==> src/rtl/apc_pkg.sv <==
package apc_pkg;

    localparam int ERR_W      = 10;
    localparam int IDX_W      = 3;
    localparam int PERM_W     = 3;
    localparam int IDX_SHIFT  = 5;

    typedef logic [2:0] rights_t;

    localparam rights_t RIGHT_R   = 3'b100;
    localparam rights_t RIGHT_W   = 3'b010;
    localparam rights_t RIGHT_X   = 3'b001;
    localparam rights_t RIGHT_ALL = 3'b111;

    localparam logic [1:0] CODE_OK   = 2'd0;
    localparam logic [1:0] CODE_PROT = 2'd2;
    localparam logic [1:0] CODE_PRIV = 2'd3;

    localparam logic [ERR_W-1:0] FSR_FAV  = ERR_W'(2);
    localparam logic [ERR_W-1:0] FSR_OVFL = ERR_W'(1);

    typedef enum logic [0:0] {
        ST_CLEAR = 1'b0,
        ST_HELD  = 1'b1
    } rec_state_t;

    typedef enum logic [2:0] {
        TR_NONE,
        TR_FIRST_FAULT,
        TR_OVERFLOW,
        TR_READ_CLEAR,
        TR_READ_REFAULT
    } rec_trans_t;

    // Rights granted by a permission value for a given privilege.
    function automatic rights_t mode_rights(input logic user,
                                            input logic [PERM_W-1:0] perm);
        rights_t r;
        unique case (perm)
            3'd0:    r = RIGHT_R;
            3'd1:    r = RIGHT_R | RIGHT_W;
            3'd2:    r = RIGHT_R | RIGHT_X;
            3'd3:    r = RIGHT_ALL;
            3'd4:    r = RIGHT_X;
            3'd5:    r = user ? RIGHT_R : (RIGHT_R | RIGHT_W);
            3'd6:    r = user ? 3'b000 : (RIGHT_R | RIGHT_X);
            3'd7:    r = user ? 3'b000 : RIGHT_ALL;
            default: r = 3'b000;
        endcase
        return r;
    endfunction

endpackage

==> src/rtl/apc_perm_check.sv <==
module apc_perm_check
    import apc_pkg::*;
(
    input  logic              acc_write,
    input  logic              acc_fetch,
    input  logic              acc_user,
    input  logic [PERM_W-1:0] perm_field,
    output logic [IDX_W-1:0]  acc_idx,
    output logic [1:0]        tbl_code,
    output rights_t           rights
);

    rights_t need;
    logic    priv_block;
    logic    missing;

    // index composition
    assign acc_idx = {acc_write, acc_fetch, ~acc_user};

    assign rights = mode_rights(acc_user, perm_field);

    always_comb begin
        need = 3'b000;
        if (acc_write)
            need = need | RIGHT_W;
        if (acc_fetch)
            need = need | RIGHT_X;
        if (!acc_write && !acc_fetch)
            need = RIGHT_R;
    end

    // user access to the two supervisor-only values is a privilege fault
    assign priv_block = acc_user && perm_field[2] && perm_field[1];
    assign missing    = (need & ~rights) != 3'b000;

    always_comb begin
        if (priv_block)
            tbl_code = CODE_PRIV;
        else if (missing)
            tbl_code = CODE_PROT;
        else
            tbl_code = CODE_OK;
    end

endmodule

==> src/rtl/apc_prot_gen.sv <==
module apc_prot_gen
    import apc_pkg::*;
(
    input  logic    acc_valid,
    input  logic    fault,
    input  logic    suppress,
    input  logic    entry_modified,
    input  rights_t rights,
    output rights_t prot_mask
);

    always_comb begin
        if (!acc_valid)
            prot_mask = 3'b000;
        else if (fault && suppress)
            prot_mask = RIGHT_ALL;
        else if (fault)
            prot_mask = 3'b000;
        else if (!entry_modified)
            prot_mask = rights & ~RIGHT_W;
        else
            prot_mask = rights;
    end

endmodule

==> src/rtl/apc_fault_rec.sv <==
module apc_fault_rec
    import apc_pkg::*;
#(
    parameter int VA_W = 32
) (
    input  logic             clk,
    input  logic             rst_n,
    input  logic             rec_en,
    input  logic             status_rd,
    input  logic [IDX_W-1:0] acc_idx,
    input  logic [ERR_W-1:0] err_code,
    input  logic [VA_W-1:0]  fault_vaddr,
    output logic [ERR_W-1:0] fsr_data,
    output logic [VA_W-1:0]  far_data
);

    rec_state_t       state_q, state_d;
    rec_trans_t       trans;
    logic [ERR_W-1:0] fsr_q, fsr_d;
    logic [VA_W-1:0]  far_q;
    logic [ERR_W-1:0] rec_word;

    assign rec_word = (ERR_W'(acc_idx) << IDX_SHIFT) | err_code | FSR_FAV;

    // transition selection
    always_comb begin
        trans   = TR_NONE;
        state_d = state_q;
        unique case (state_q)
            ST_CLEAR: begin
                if (rec_en) begin
                    trans   = TR_FIRST_FAULT;
                    state_d = ST_HELD;
                end
            end
            ST_HELD: begin
                if (rec_en && status_rd) begin
                    trans   = TR_READ_REFAULT;
                    state_d = ST_HELD;
                end else if (rec_en) begin
                    trans   = TR_OVERFLOW;
                    state_d = ST_HELD;
                end else if (status_rd) begin
                    trans   = TR_READ_CLEAR;
                    state_d = ST_CLEAR;
                end
            end
            default: begin
                trans   = TR_NONE;
                state_d = ST_CLEAR;
            end
        endcase
    end

    // status data per transition
    always_comb begin
        unique case (trans)
            TR_FIRST_FAULT:  fsr_d = rec_word;
            TR_READ_REFAULT: fsr_d = rec_word;
            TR_OVERFLOW:     fsr_d = FSR_OVFL | rec_word;
            TR_READ_CLEAR:   fsr_d = '0;
            TR_NONE:         fsr_d = fsr_q;
            default:         fsr_d = fsr_q;
        endcase
    end

    always_ff @(posedge clk) begin
        if (!rst_n)
            state_q <= ST_CLEAR;
        else
            state_q <= state_d;
    end

    always_ff @(posedge clk) begin
        if (!rst_n) begin
            fsr_q <= '0;
            far_q <= '0;
        end else begin
            fsr_q <= fsr_d;
            if (rec_en)
                far_q <= fault_vaddr;
        end
    end

    assign fsr_data = fsr_q;
    assign far_data = far_q;

    // state and status register agree
    assert_clear_state_empty_R9: assert property (@(posedge clk) disable iff (!rst_n)
        (state_q == ST_CLEAR) |-> (fsr_q == '0));

    // a recorded fault marks the address valid
    assert_fav_set_R5: assert property (@(posedge clk) disable iff (!rst_n)
        rec_en |=> fsr_q[1]);

    // a second unread fault sets the overflow bit
    assert_overflow_bit_R5: assert property (@(posedge clk) disable iff (!rst_n)
        (rec_en && !status_rd && fsr_q != '0) |=> fsr_q[0]);

    // access index lands in bits 7:5
    assert_index_field_R1: assert property (@(posedge clk) disable iff (!rst_n)
        rec_en |=> (fsr_q[7:5] == $past(acc_idx)));

    // address captured on fault, held otherwise
    assert_far_load_R6: assert property (@(posedge clk) disable iff (!rst_n)
        rec_en |=> (far_q == $past(fault_vaddr)));
    assert_far_hold_R6: assert property (@(posedge clk) disable iff (!rst_n)
        !rec_en |=> $stable(far_q));

    // read without fault clears
    assert_read_clears_R9: assert property (@(posedge clk) disable iff (!rst_n)
        (status_rd && !rec_en) |=> (fsr_q == '0));

endmodule

==> src/rtl/apc_fault_unit.sv <==
module apc_fault_unit
    import apc_pkg::*;
#(
    parameter int VA_W = 32
) (
    input  logic              clk,
    input  logic              rst_n,
    input  logic              acc_valid,
    input  logic              acc_write,
    input  logic              acc_fetch,
    input  logic              acc_user,
    input  logic [PERM_W-1:0] perm_field,
    input  logic              entry_modified,
    input  logic [ERR_W-1:0]  walk_err,
    input  logic [VA_W-1:0]   fault_vaddr,
    input  logic              nofault_mode,
    input  logic              traps_en,
    input  logic              status_rd,
    output logic [ERR_W-1:0]  err_code,
    output logic [2:0]        prot_mask,
    output logic              trap_req,
    output logic              trap_is_fetch,
    output logic [ERR_W-1:0]  fsr_data,
    output logic [VA_W-1:0]   far_data
);

    logic [IDX_W-1:0] acc_idx;
    logic [1:0]       tbl_code;
    rights_t          rights;
    rights_t          prot_w;
    logic             walk_fail;
    logic             fault;
    logic             suppress;

    apc_perm_check u_check (
        .acc_write  (acc_write),
        .acc_fetch  (acc_fetch),
        .acc_user   (acc_user),
        .perm_field (perm_field),
        .acc_idx    (acc_idx),
        .tbl_code   (tbl_code),
        .rights     (rights)
    );

    // walker error takes precedence over the table
    assign walk_fail = walk_err != '0;

    always_comb begin
        if (!acc_valid)
            err_code = '0;
        else if (walk_fail)
            err_code = walk_err;
        else
            err_code = ERR_W'(tbl_code);
    end

    assign fault    = acc_valid && (walk_fail || tbl_code != CODE_OK);
    assign suppress = nofault_mode || !traps_en;

    apc_prot_gen u_prot (
        .acc_valid      (acc_valid),
        .fault          (fault),
        .suppress       (suppress),
        .entry_modified (entry_modified),
        .rights         (rights),
        .prot_mask      (prot_w)
    );
    assign prot_mask = prot_w;


    assign trap_req      = fault && !suppress;
    assign trap_is_fetch = trap_req && acc_fetch;

    apc_fault_rec #(.VA_W(VA_W)) u_rec (
        .clk         (clk),
        .rst_n       (rst_n),
        .rec_en      (fault),
        .status_rd   (status_rd),
        .acc_idx     (acc_idx),
        .err_code    (err_code),
        .fault_vaddr (fault_vaddr),
        .fsr_data    (fsr_data),
        .far_data    (far_data)
    );

    // a trap always carries a nonzero error code
    assert_trap_has_code_R8: assert property (@(posedge clk) disable iff (!rst_n)
        trap_req |-> (err_code != '0));

    // suppression never traps and grants everything on a fault
    assert_suppress_full_R7: assert property (@(posedge clk) disable iff (!rst_n)
        (acc_valid && err_code != '0 && (nofault_mode || !traps_en))
            |-> (!trap_req && prot_mask == 3'b111));

    // no write right while the entry is unmodified and allowed
    assert_no_write_unmod_R3: assert property (@(posedge clk) disable iff (!rst_n)
        (acc_valid && err_code == '0 && !entry_modified) |-> !prot_mask[1]);

    // user access to supervisor-only values is a privilege fault
    assert_user_priv_R2: assert property (@(posedge clk) disable iff (!rst_n)
        (acc_valid && walk_err == '0 && acc_user && perm_field >= 3'd6)
            |-> (err_code == ERR_W'(3)));

    // idle outputs are zero
    assert_idle_quiet_R10: assert property (@(posedge clk) disable iff (!rst_n)
        !acc_valid |-> (err_code == '0 && prot_mask == 3'b000 && !trap_req));

endmodule

==> config.mk <==
export PLATFORM = sky130hd
export DESIGN_NAME = apc_fault_unit
export DESIGN_NICKNAME = d
export VERILOG_FILES = /design/src/rtl/apc_pkg.sv /design/src/rtl/apc_perm_check.sv /design/src/rtl/apc_prot_gen.sv /design/src/rtl/apc_fault_rec.sv /design/src/rtl/apc_fault_unit.sv
export SDC_FILE = /design/constraint.sdc
export NUM_CORES = 1
export LEC_CHECK = 0
export BUFFER_PORTS_ARGS = -buffer_cell sky130_fd_sc_hd__buf_2
export CORE_AREA = 5 5 71 73
export CTS_BUF_LIST = sky130_fd_sc_hd__clkbuf_2 sky130_fd_sc_hd__clkbuf_4 sky130_fd_sc_hd__clkbuf_8
export CTS_CLUSTER_SIZE = 10
export DETAILED_ROUTE_END_ITERATION = 6
export DIE_AREA = 0 0 76 78
export GPL_TIMING_DRIVEN = 0
export PLACE_DENSITY_LB_ADDON = 0.3
export RECOVER_POWER = 25
export SLEW_MARGIN = 10
export SYNTH_ARGS = -nofsm -noshare
export SYNTH_HDL_FRONTEND = slang
export SYNTH_SLANG_ARGS = --single-unit
==> constraint.sdc <==
create_clock -name clk -period 6.7 [get_ports clk]
set_input_delay 1.34 -clock clk [delete_from_list [all_inputs] [get_ports clk]]
set_output_delay 1.34 -clock clk [all_outputs]
set_load 0.005 [all_outputs]
==> metrics.log, run 1 <==
[metrics] root buffer selected by CTS: clkbuf_8
[metrics] Slew @ Worst Pin: roughly 650 ps
[metrics] Worst Path Max Fanout: 10
[metrics] Starting DRT DRC Count: between 60 and 70
[metrics] P_leak: 1.374 nW
[metrics] antenna-violating nets left: 0
[metrics] post-synthesis sequential area ratio: 0.4581
[metrics] headroom to the max-slew limit: 0.5685
[metrics] post-detailed-route wirelength per cell: 13.12 um
[metrics] data required time at the worst endpoint: roughly 5400 ps
[metrics] Post-Route Utilization: 0.6052
[metrics] clock power share: 0.348
[metrics] final WL: roughly 4800 um
[metrics] pre-CTS WS: 2438 ps
[metrics] number of gates resized after cts: 0
[metrics] startpoint of the most critical setup path: perm_field[2]
[metrics] share of the synthesized area in compound gates (AO/OA/AOI/OAI): 0.1065
[metrics] RSZ-0062 raised after global routing: no
[metrics] largest family of logic cells by synthesized area: simple AND/OR/NAND/NOR gates
[metrics] part of the total power dissipated in sequential elements: 0.486
[metrics] synthesis-to-finish area growth: 38.28%
[metrics] Final TNS setup: 0 ps
[metrics] most frequent cell after synthesis: dfxtp_1
[metrics] reg2reg start: u_rec.state_q
[metrics] biggest area contributors in the synthesized netlist: dfxtp_1, mux2i_1, nor2_1
[metrics] max-capacitance violation count: 0
[metrics] data arrival at the endpoint of the critical path: roughly 3000 ps
[metrics] clock insertion delay at the later pin of the skew report: 290 ps
[metrics] netlist area before placement: 0.001879 mm^2
[metrics] sink count of the clock tree: 43
[metrics] IR Drop Worst-Case VDD: 0.1355 mV
[metrics] Post-Synth Simple-Gate Area: 0.1891
[metrics] worst stage delay on the critical path: 550 ps
[metrics] DRC: 0
[metrics] Min-Delay Path Class: flop to flop
[metrics] flop and latch count out of synthesis: 43
[metrics] horizontal die dimension: about 76 um
[metrics] number of levels in the clock H-tree: 2
[metrics] cts hold-fix bufs: 0
[metrics] clock buffers created by TritonCTS: 5
[metrics] HPWL after detailed placement: 3780 um
[metrics] number of standard-cell rows in the floorplan: 24
[metrics] switching pwr: 0.0001442 W
[metrics] power share of the combinational group: 0.166
[metrics] number of global-route vias before repair: 1691
[metrics] effective utilization at floorplan: 0.4376
[metrics] average vias per placed instance: about 4.8
[metrics] most instantiated flip-flop cell in the synthesis netlist: dfxtp_1
[metrics] RePlAce Congestion: 0.7983
[metrics] Synth Area in XOR/XNOR: 0
[metrics] Ys Warns: 0
[metrics] syn_area_per_cell: 9.839 um^2
[metrics] areal power density over the cells: ~220 mW/mm^2
[metrics] share of async-settable or async-resettable flops after synthesis: 0
[metrics] peak clock frequency supported by timing: 232.3 MHz
[metrics] Internal Dissipation: about 0.00043 W
[metrics] min-delay src: u_rec.fsr_data[8]
[metrics] area share of fa/ha/maj cells after synthesis: 0.01332
[metrics] Setup Viol. Count Final: 0
[metrics] time the final worst path needs with I/O delays and setup: roughly 4300 ps
[metrics] clock slew seen by the registers of the worst setup and hold paths: 80 ps
[metrics] total routing resource utilization after global routing: 0.1561
[metrics] element type at the critical path end: output port
[metrics] boundary pin count: between 100 and 150
[metrics] height of the die: 78 um
[metrics] Fin Clk Skew: 5.734 ps
[metrics] grt total ovfl: 0
[metrics] Hold Vio Cnt, Final: 0
[metrics] cell with the biggest individual delay on the critical path: o32ai_1
[metrics] share of layout cells above drive strength 1: 0.3839
[metrics] multiplexer share of the synthesized area: 0.1704
[metrics] net switching share of the total power: 0.2505
[metrics] CTS tree: done
[metrics] count of input and output buffers: 111
[metrics] family with the most delay on the worst path: compound AO/OA/AOI/OAI gates
[metrics] most numerous cell types in the synthesized netlist: dfxtp_1, mux2i_1, nor2_1
[metrics] library cell occupying the most area in the post-synthesis netlist: dfxtp_1
[metrics] number of distinct standard cells referenced by the synthesized netlist: 36
[metrics] fraction of the cycle the final worst path needs: 0.6425
[metrics] net count after synthesis: 248
[metrics] launching element type of the critical path: input pin
[metrics] post-route worst setup slack: approximately 2400 ps
[metrics] Final Max Slew Viols: 0
[metrics] die area: 0.005928 mm^2
[metrics] number of iterations in the first detailed-routing pass: 4
[metrics] net count reported at finish: 366
[metrics] Setup Crit Path Kind: input pin to output port
[metrics] maximum buffer depth of the clock tree: 2
[metrics] Diodes inserted: 0
[metrics] proportion of netlist area held by the largest area contributor: 0.4581
[metrics] number of enable-type register cells in the synthesized netlist: 0
[metrics] pin count of the biggest net entering global routing: 15
[metrics] buffers inserted by post-CTS timing repair: 0
[metrics] number of antenna violations at the first check in global routing: 0
[metrics] total vias in the final route: around 1700
[metrics] Worst Hold Slack: around 460 ps
[metrics] crit-path cells: buf_2 > nor2b_1 > o32ai_1 > o31ai_4 > buf_6 > buf_6 > nor3_1 > buf_2
[metrics] Core Region: approximately 0.0043 mm^2
[metrics] CP Buf/Inv Count: 4
[metrics] number of cells produced by synthesis: 191
[metrics] run status: complete, no violations
[metrics] first-pass GRT wire length: 7714 um
[state kept, by name, indices dropped and copies added, names as in the netlist]
register	count
u_rec.state_q	1
u_rec.fsr_data	10
u_rec.far_data	32
[path summary, 6_finish.rpt]
path                  endpoint  slack (ps)  depth (start not counted)
max              trap_is_fetch        2400                          8
max reg2reg  u_rec.fsr_data[0]        4990                          5
min reg2reg  u_rec.fsr_data[8]         460                          1
min          u_rec.fsr_data[8]         460                          1
[cell usage in the layout (no fill, tap or decap), types with 2 or more instances in the layout]
master,Yosys,routed
buf_4,2,2
clkbuf_1,4,15
nor2_1,27,27
nand2_1,8,8
nor2b_1,15,15
ha_1,2,2
buf_2,1,101
o2bb2ai_1,9,9
mux2i_1,32,32
inv_1,11,11
o21a_1,2,2
nand3_1,2,2
buf_6,2,2
and3_1,3,3
a21oi_1,6,6
dfxtp_1,43,43
nor3_1,3,3
clkbuf_8,0,5
[cells by family (layout without fill, tap and decap cells)]
logic type,count (synthesis),after routing
buffers and inverters,22,141
AO/OA/AOI/OAI,25,25
AND/OR/NAND/NOR,67,67
adder cells (fa/ha/maj),2,2
flip-flops,43,43
multiplexers,32,32
[worst reg2reg max path, stage by stage (launching register included)]
cell and delay, ps:
dfxtp_1 430, inv_1 80, or4_1 570, and4_1 230
buf_4 160, o2bb2ai_1 120
[power by group through the flow]
stage / logic, W / registers [W] / clock network [W]
finish: 0.0000956 / 0.000280 / 0.000200
detailed placement: 0.0000977 / 0.000286 / 0
floorplan: 0.0000480 / 0.000287 / 0
global placement: 0.0000960 / 0.000285 / 0
global route: 0.000106 / 0.000283 / 0.000221
CTS: 0.0000983 / 0.000280 / 0.000207
[layer usage]
| metal | global-route usage | up-vias | share of wire |
|---|---|---|---|
| met5 | 0 | - | 0 |
| met4 | 0.05872 | 0 | 0.013 |
| met3 | 0.05324 | 6 | 0.081 |
| met2 | 0.2705 | 63 | 0.49 |
| met1 | 0.1765 | 776 | 0.42 |
| li1 | - | 894 | - |
[cell type report]
| class | instances | area [um^2] |
|---|---|---|
| multi-input combinational | 126 | 900.9 |
| tap | 52 | 65.06 |
| inverter | 12 | 45.04 |
| clock inverter | 3 | 43.79 |
| clock buffer | 5 | 68.82 |
| fill | 401 | 1695 |
| sequential | 43 | 860.8 |
| timing repair buffer | 111 | 541.8 |
| buffer | 10 | 72.57 |
[through the flow]
step	total power (W)	instances	area [um^2]
6_report	0.0005757	362	2599
5_1_grt	0.0006101	362	2599
4_1_cts	0.0005848	362	2613
3_5_place_dp	0.0003834	354	2500
3_3_place_gp	0.0003809	354	2500
2_1_floorplan	0.0003353	191	1879
Note: power is estimated with default switching activity, not from simulation.
==> run 2, diff against run 1 <==
Settings changed: ABC_AREA set to 1, CORE_AREA 5 5 71 73 to 5 5 72 74, DIE_AREA 0 0 76 78 to 0 0 77 79.
Clock period 6.7 ns to 4.05 ns, I/O delays scaled along.
==> metrics.log, run 2 <==
[metrics] Core Region: 0.004536 mm^2 (was 0.004294 mm^2)
[metrics] number of enable-type register cells in the synthesized netlist: 0 (unchanged)
[metrics] number of standard-cell rows in the floorplan: 25 (was 24)
[metrics] Final Max Slew Viols: 0 (unchanged)
[metrics] Hold Vio Cnt, Final: 0 (unchanged)
[metrics] Worst Hold Slack: 482.8 ps (was 461.8 ps)
[metrics] sink count of the clock tree: 43 (unchanged)
[metrics] number of gates resized after cts: 0 (unchanged)
[metrics] share of async-settable or async-resettable flops after synthesis: 0 (unchanged)
[metrics] Final Total Pwr: 0.0009110 W (was 0.0005757 W)
[metrics] share of layout cells above drive strength 1: 0.3222 (was 0.3839)
[metrics] most frequent cell after synthesis: nor2_1 (was dfxtp_1)
[metrics] reg2reg start: u_rec.state_q (unchanged)
[metrics] Cells after DPL: 434 (was 354)
[metrics] boundary pin count: 112 (unchanged)
[metrics] root buffer selected by CTS: clkbuf_8 (unchanged)
[metrics] clock buffers created by TritonCTS: 5 (unchanged)
[metrics] Fin Clk Skew: 1.184 ps (was 5.734 ps)
[metrics] RSZ-0062 raised after global routing: no (unchanged)
[metrics] biggest area contributors in the synthesized netlist: dfxtp_1, nor2_1, o21ai_0 (was dfxtp_1, mux2i_1, nor2_1)
[metrics] headroom to the max-slew limit: 0.7012 (was 0.5685)
[metrics] worst reg-to-reg setup slack: 2730 ps (was 4990 ps)
[metrics] average vias per placed instance: 4.676 (was 4.804)
[metrics] crit-path cells: buf_2 > nor2_1 > nand3_1 > nor2_4 > nand4_4 > nand2_4 > inv_4 > nand2_2 > nand2_1 > a31oi_1 > buf_2 (was buf_2 > nor2b_1 > o32ai_1 > o31ai_4 > buf_6 > buf_6 > nor3_1 > buf_2)
[metrics] total routing resource utilization after global routing: 0.1729 (was 0.1561)
[metrics] worst stage delay on the critical path: 160 ps (was 550 ps)
[metrics] horizontal die dimension: 77 um (was 76 um)
[metrics] grt total ovfl: 0 (unchanged)
[metrics] RePlAce Congestion: 0.7507 (was 0.7983)
[metrics] post-synthesis sequential area ratio: 0.4427 (was 0.4581)
[metrics] Register-to-Register Path Depth: 7 (was 5)
[metrics] data arrival at the endpoint of the critical path: 2080 ps (was 2960 ps)
[metrics] clock insertion delay at the later pin of the skew report: 290 ps (about the same)
[metrics] most numerous cell types in the synthesized netlist: nor2_1, dfxtp_1, nand2_1 (was dfxtp_1, mux2i_1, nor2_1)
[metrics] height of the die: 79 um (was 78 um)
[metrics] Met2 Wirelength: 2569 um (was 2313 um)
[metrics] number of levels in the clock H-tree: 2 (unchanged)
[metrics] synthesis-to-finish area growth: 35.65% (was 38.28%)
[metrics] pin count of the biggest net entering global routing: 14 (was 15)
[metrics] Final TNS setup: 0 ps (unchanged)
[metrics] RR Endpoint: u_rec.fsr_data[0] (unchanged)
[metrics] clock slew seen by the registers of the worst setup and hold paths: 70 ps (was 80 ps)
[metrics] HPWL after detailed placement: 4205 um (was 3780 um)
[metrics] die area: 0.006083 mm^2 (was 0.005928 mm^2)
[metrics] cell occurring most often along the worst timing path: buf_2
[metrics] count of input and output buffers: 111 (unchanged)
[metrics] Worst Path Max Fanout: 8 (was 10)
[metrics] min-delay src: u_rec.fsr_data[1] (was u_rec.fsr_data[8])
[metrics] run status: complete, no violations (unchanged)
[metrics] time the final worst path needs with I/O delays and setup: 2888 ps
[metrics] proportion of netlist area held by the largest area contributor: 0.4427 (was 0.4581)
[metrics] Met1 Routed Length: 2321 um (was 1987 um)
[metrics] leading cell types in the layout, fill and taps excluded: buf_2, nor2_1, dfxtp_1 (was buf_2, dfxtp_1, mux2i_1)
[metrics] net count reported at finish: 444 (was 366)
[metrics] Diodes inserted: 0 (unchanged)
[metrics] leading cell type in the layout, fill and taps excluded: buf_2 (unchanged)
[metrics] element type at the critical path end: output port (unchanged)
[metrics] most instantiated flip-flop cell in the synthesis netlist: dfxtp_1 (unchanged)
[metrics] hold path endpoint: u_rec.fsr_data[1] (was u_rec.fsr_data[8])
[metrics] netlist area before placement: 0.001944 mm^2 (was 0.001879 mm^2)
[metrics] depth of the worst hold-timing path: 2 (was 1)
[metrics] part of the total power dissipated in sequential elements: 0.512 (was 0.486)
[metrics] Starting DRT DRC Count: 98 (was 61)
[metrics] antenna-violating nets left: 0 (unchanged)
[metrics] Slew @ Worst Pin: 448.2 ps (was 645.3 ps)
[metrics] cell with the biggest individual delay on the critical path: nor2_4 (was o32ai_1)
[metrics] power share of the combinational group: 0.189 (was 0.166)
[metrics] CTS tree: done (unchanged)
[metrics] number of antenna violations at the first check in global routing: 0 (unchanged)
[metrics] first-pass GRT wire length: 8576 um (was 7714 um)
[metrics] Setup Viol. Count Final: 0 (unchanged)
[metrics] cts hold-fix bufs: 0 (unchanged)
[metrics] cell depth of the worst setup path: 11 (was 8)
[metrics] Layout fillers: 458 (was 401)
[metrics] final WL: 5377 um (was 4750 um)
[metrics] max-capacitance violation count: 0 (unchanged)
[metrics] Internal Dissipation: 0.0006573 W (was 0.0004315 W)
[metrics] net count after synthesis: 326 (was 248)
[metrics] IR Drop Worst-Case VDD: 0.2617 mV (was 0.1355 mV)
[metrics] net switching share of the total power: 0.2785 (was 0.2505)
[metrics] buffers inserted by post-CTS timing repair: 0 (unchanged)
[metrics] post-detailed-route wirelength per cell: 12.17 um (was 13.12 um)
[metrics] library cell occupying the most area in the post-synthesis netlist: dfxtp_1 (unchanged)
[metrics] number of iterations in the first detailed-routing pass: 4 (unchanged)
[metrics] clock power share: 0.298 (was 0.348)
[metrics] launching element type of the critical path: input pin (unchanged)
[metrics] number of global-route vias before repair: 1907 (was 1691)
[metrics] filler-free cell count of the finished design: 442 (was 362)
[metrics] areal power density over the cells: 345.4 mW/mm^2 (was 221.5 mW/mm^2)
[metrics] Top Layer Used: met4 (unchanged)
[metrics] number of flip-flops under the largest register name: 32 (unchanged)
[metrics] fraction of the cycle the final worst path needs: 0.7130
[metrics] flop and latch count out of synthesis: 43 (unchanged)
[metrics] CP Buf/Inv Count: 3 (was 4)
[metrics] Post-Route Utilization: 0.5815 (was 0.6052)
[metrics] maximum buffer depth of the clock tree: 2 (unchanged)
[metrics] routed wl met3: 383 um (was 385 um)
[metrics] switching pwr: 0.0002537 W (was 0.0001442 W)
[metrics] number of distinct standard cells referenced by the synthesized netlist: 24 (was 36)
[metrics] P_leak: 1.387 nW (was 1.374 nW)
[metrics] Min-Delay Path Class: flop to flop (unchanged)
[metrics] Setup Crit Path Kind: input pin to output port (unchanged)
[metrics] syn_area_per_cell: 7.228 um^2 (was 9.839 um^2)
[metrics] peak clock frequency supported by timing: between 300 and 400 MHz
[metrics] total vias in the final route: 2067 (was 1739)
[metrics] Ys Warns: 0 (unchanged)
[metrics] number of cells produced by synthesis: 269 (was 191)
[metrics] family with the most delay on the worst path: simple AND/OR/NAND/NOR gates (was compound AO/OA/AOI/OAI gates)
[metrics] effective utilization at floorplan: 0.4287 (was 0.4376)
[metrics] data required time at the worst endpoint: 3240 ps (was 5360 ps)
[metrics] DRC: 0 (unchanged)
run 2: cell count changes in the layout (fill, tap and decap cells not counted), moves of 7 or more:
| cell | delta |
|---|---|
| a21oi_1 | +12 |
| inv_1 | +7 |
| mux2i_1 | -32 |
| nand2_1 | +23 |
| nand4_1 | +8 |
| nor2_1 | +52 |
| nor2b_1 | -15 |
| o21ai_0 | +29 |
| o2bb2ai_1 | -9 |
run 2: logic make-up (layout without fill, tap and decap cells):
group	after synthesis	count (layout)	share of synthesized area
AOI/OAI and AO/OA	55	55	0.1454
adders and majority gates	2	2	0.01287
buffers and inverters	35	154	0.09073
DFF	43	43	0.4427
and+or+nand+nor	134	134	0.3082
run 2: routing by layer:
layer / global-route usage / up-vias
li1: - / 1102
met1: 0.2114 / 888
met2: 0.2886 / 68
met3: 0.04535 / 9
met4: 0.07045 / 0
met5: 0 / -
run 2: power groups by stage:
stage	Combinational [W]	Sequential, W	Clock (W)
finish	0.000172	0.000467	0.000272
global placement	0.000173	0.000475	0
floorplan	0.0000876	0.000480	0
CTS	0.000177	0.000466	0.000281
global route	0.000197	0.000471	0.000301
detailed placement	0.000177	0.000476	0
run 2: worst min-delay path, cell delays in order, from the launching register on:
cell and delay (ps):
dfxtp_1 310, nand3_1 70, a21oi_1 60
run 2: final cells by class:
type | instances | area, um^2 | share of cell area
Sequential cell | 43 | 860.8 | 0.3264
Multi-Input combinational cell | 191 | 907.1 | 0.3439
Tap cell | 54 | 67.56 | 0.02562
Clock inverter | 2 | 12.51 | 0.004744
Clock buffer | 6 | 76.32 | 0.02894
Buffer | 16 | 102.6 | 0.03890
Timing Repair Buffer | 111 | 536.8 | 0.2035
Inverter | 19 | 73.82 | 0.02799
run 2: stage by stage:
step	setup slack (ps)	area, um^2
2_1_floorplan	1506	1944
3_3_place_gp	1070	2567
3_5_place_dp	1000	2567
4_1_cts	1152	2656
5_1_grt	991.2	2638
6_report	1162	2638
run 2: worst max path at each step:
stage	from	end
3_5_place_dp	walk_err[0]	u_rec.fsr_data[7]
2_1_floorplan	walk_err[0]	u_rec.fsr_data[0]
6_report	walk_err[0]	prot_mask[0]
5_1_grt	walk_err[7]	prot_mask[0]
3_3_place_gp	walk_err[9]	u_rec.fsr_data[8]
4_1_cts	walk_err[0]	prot_mask[2]
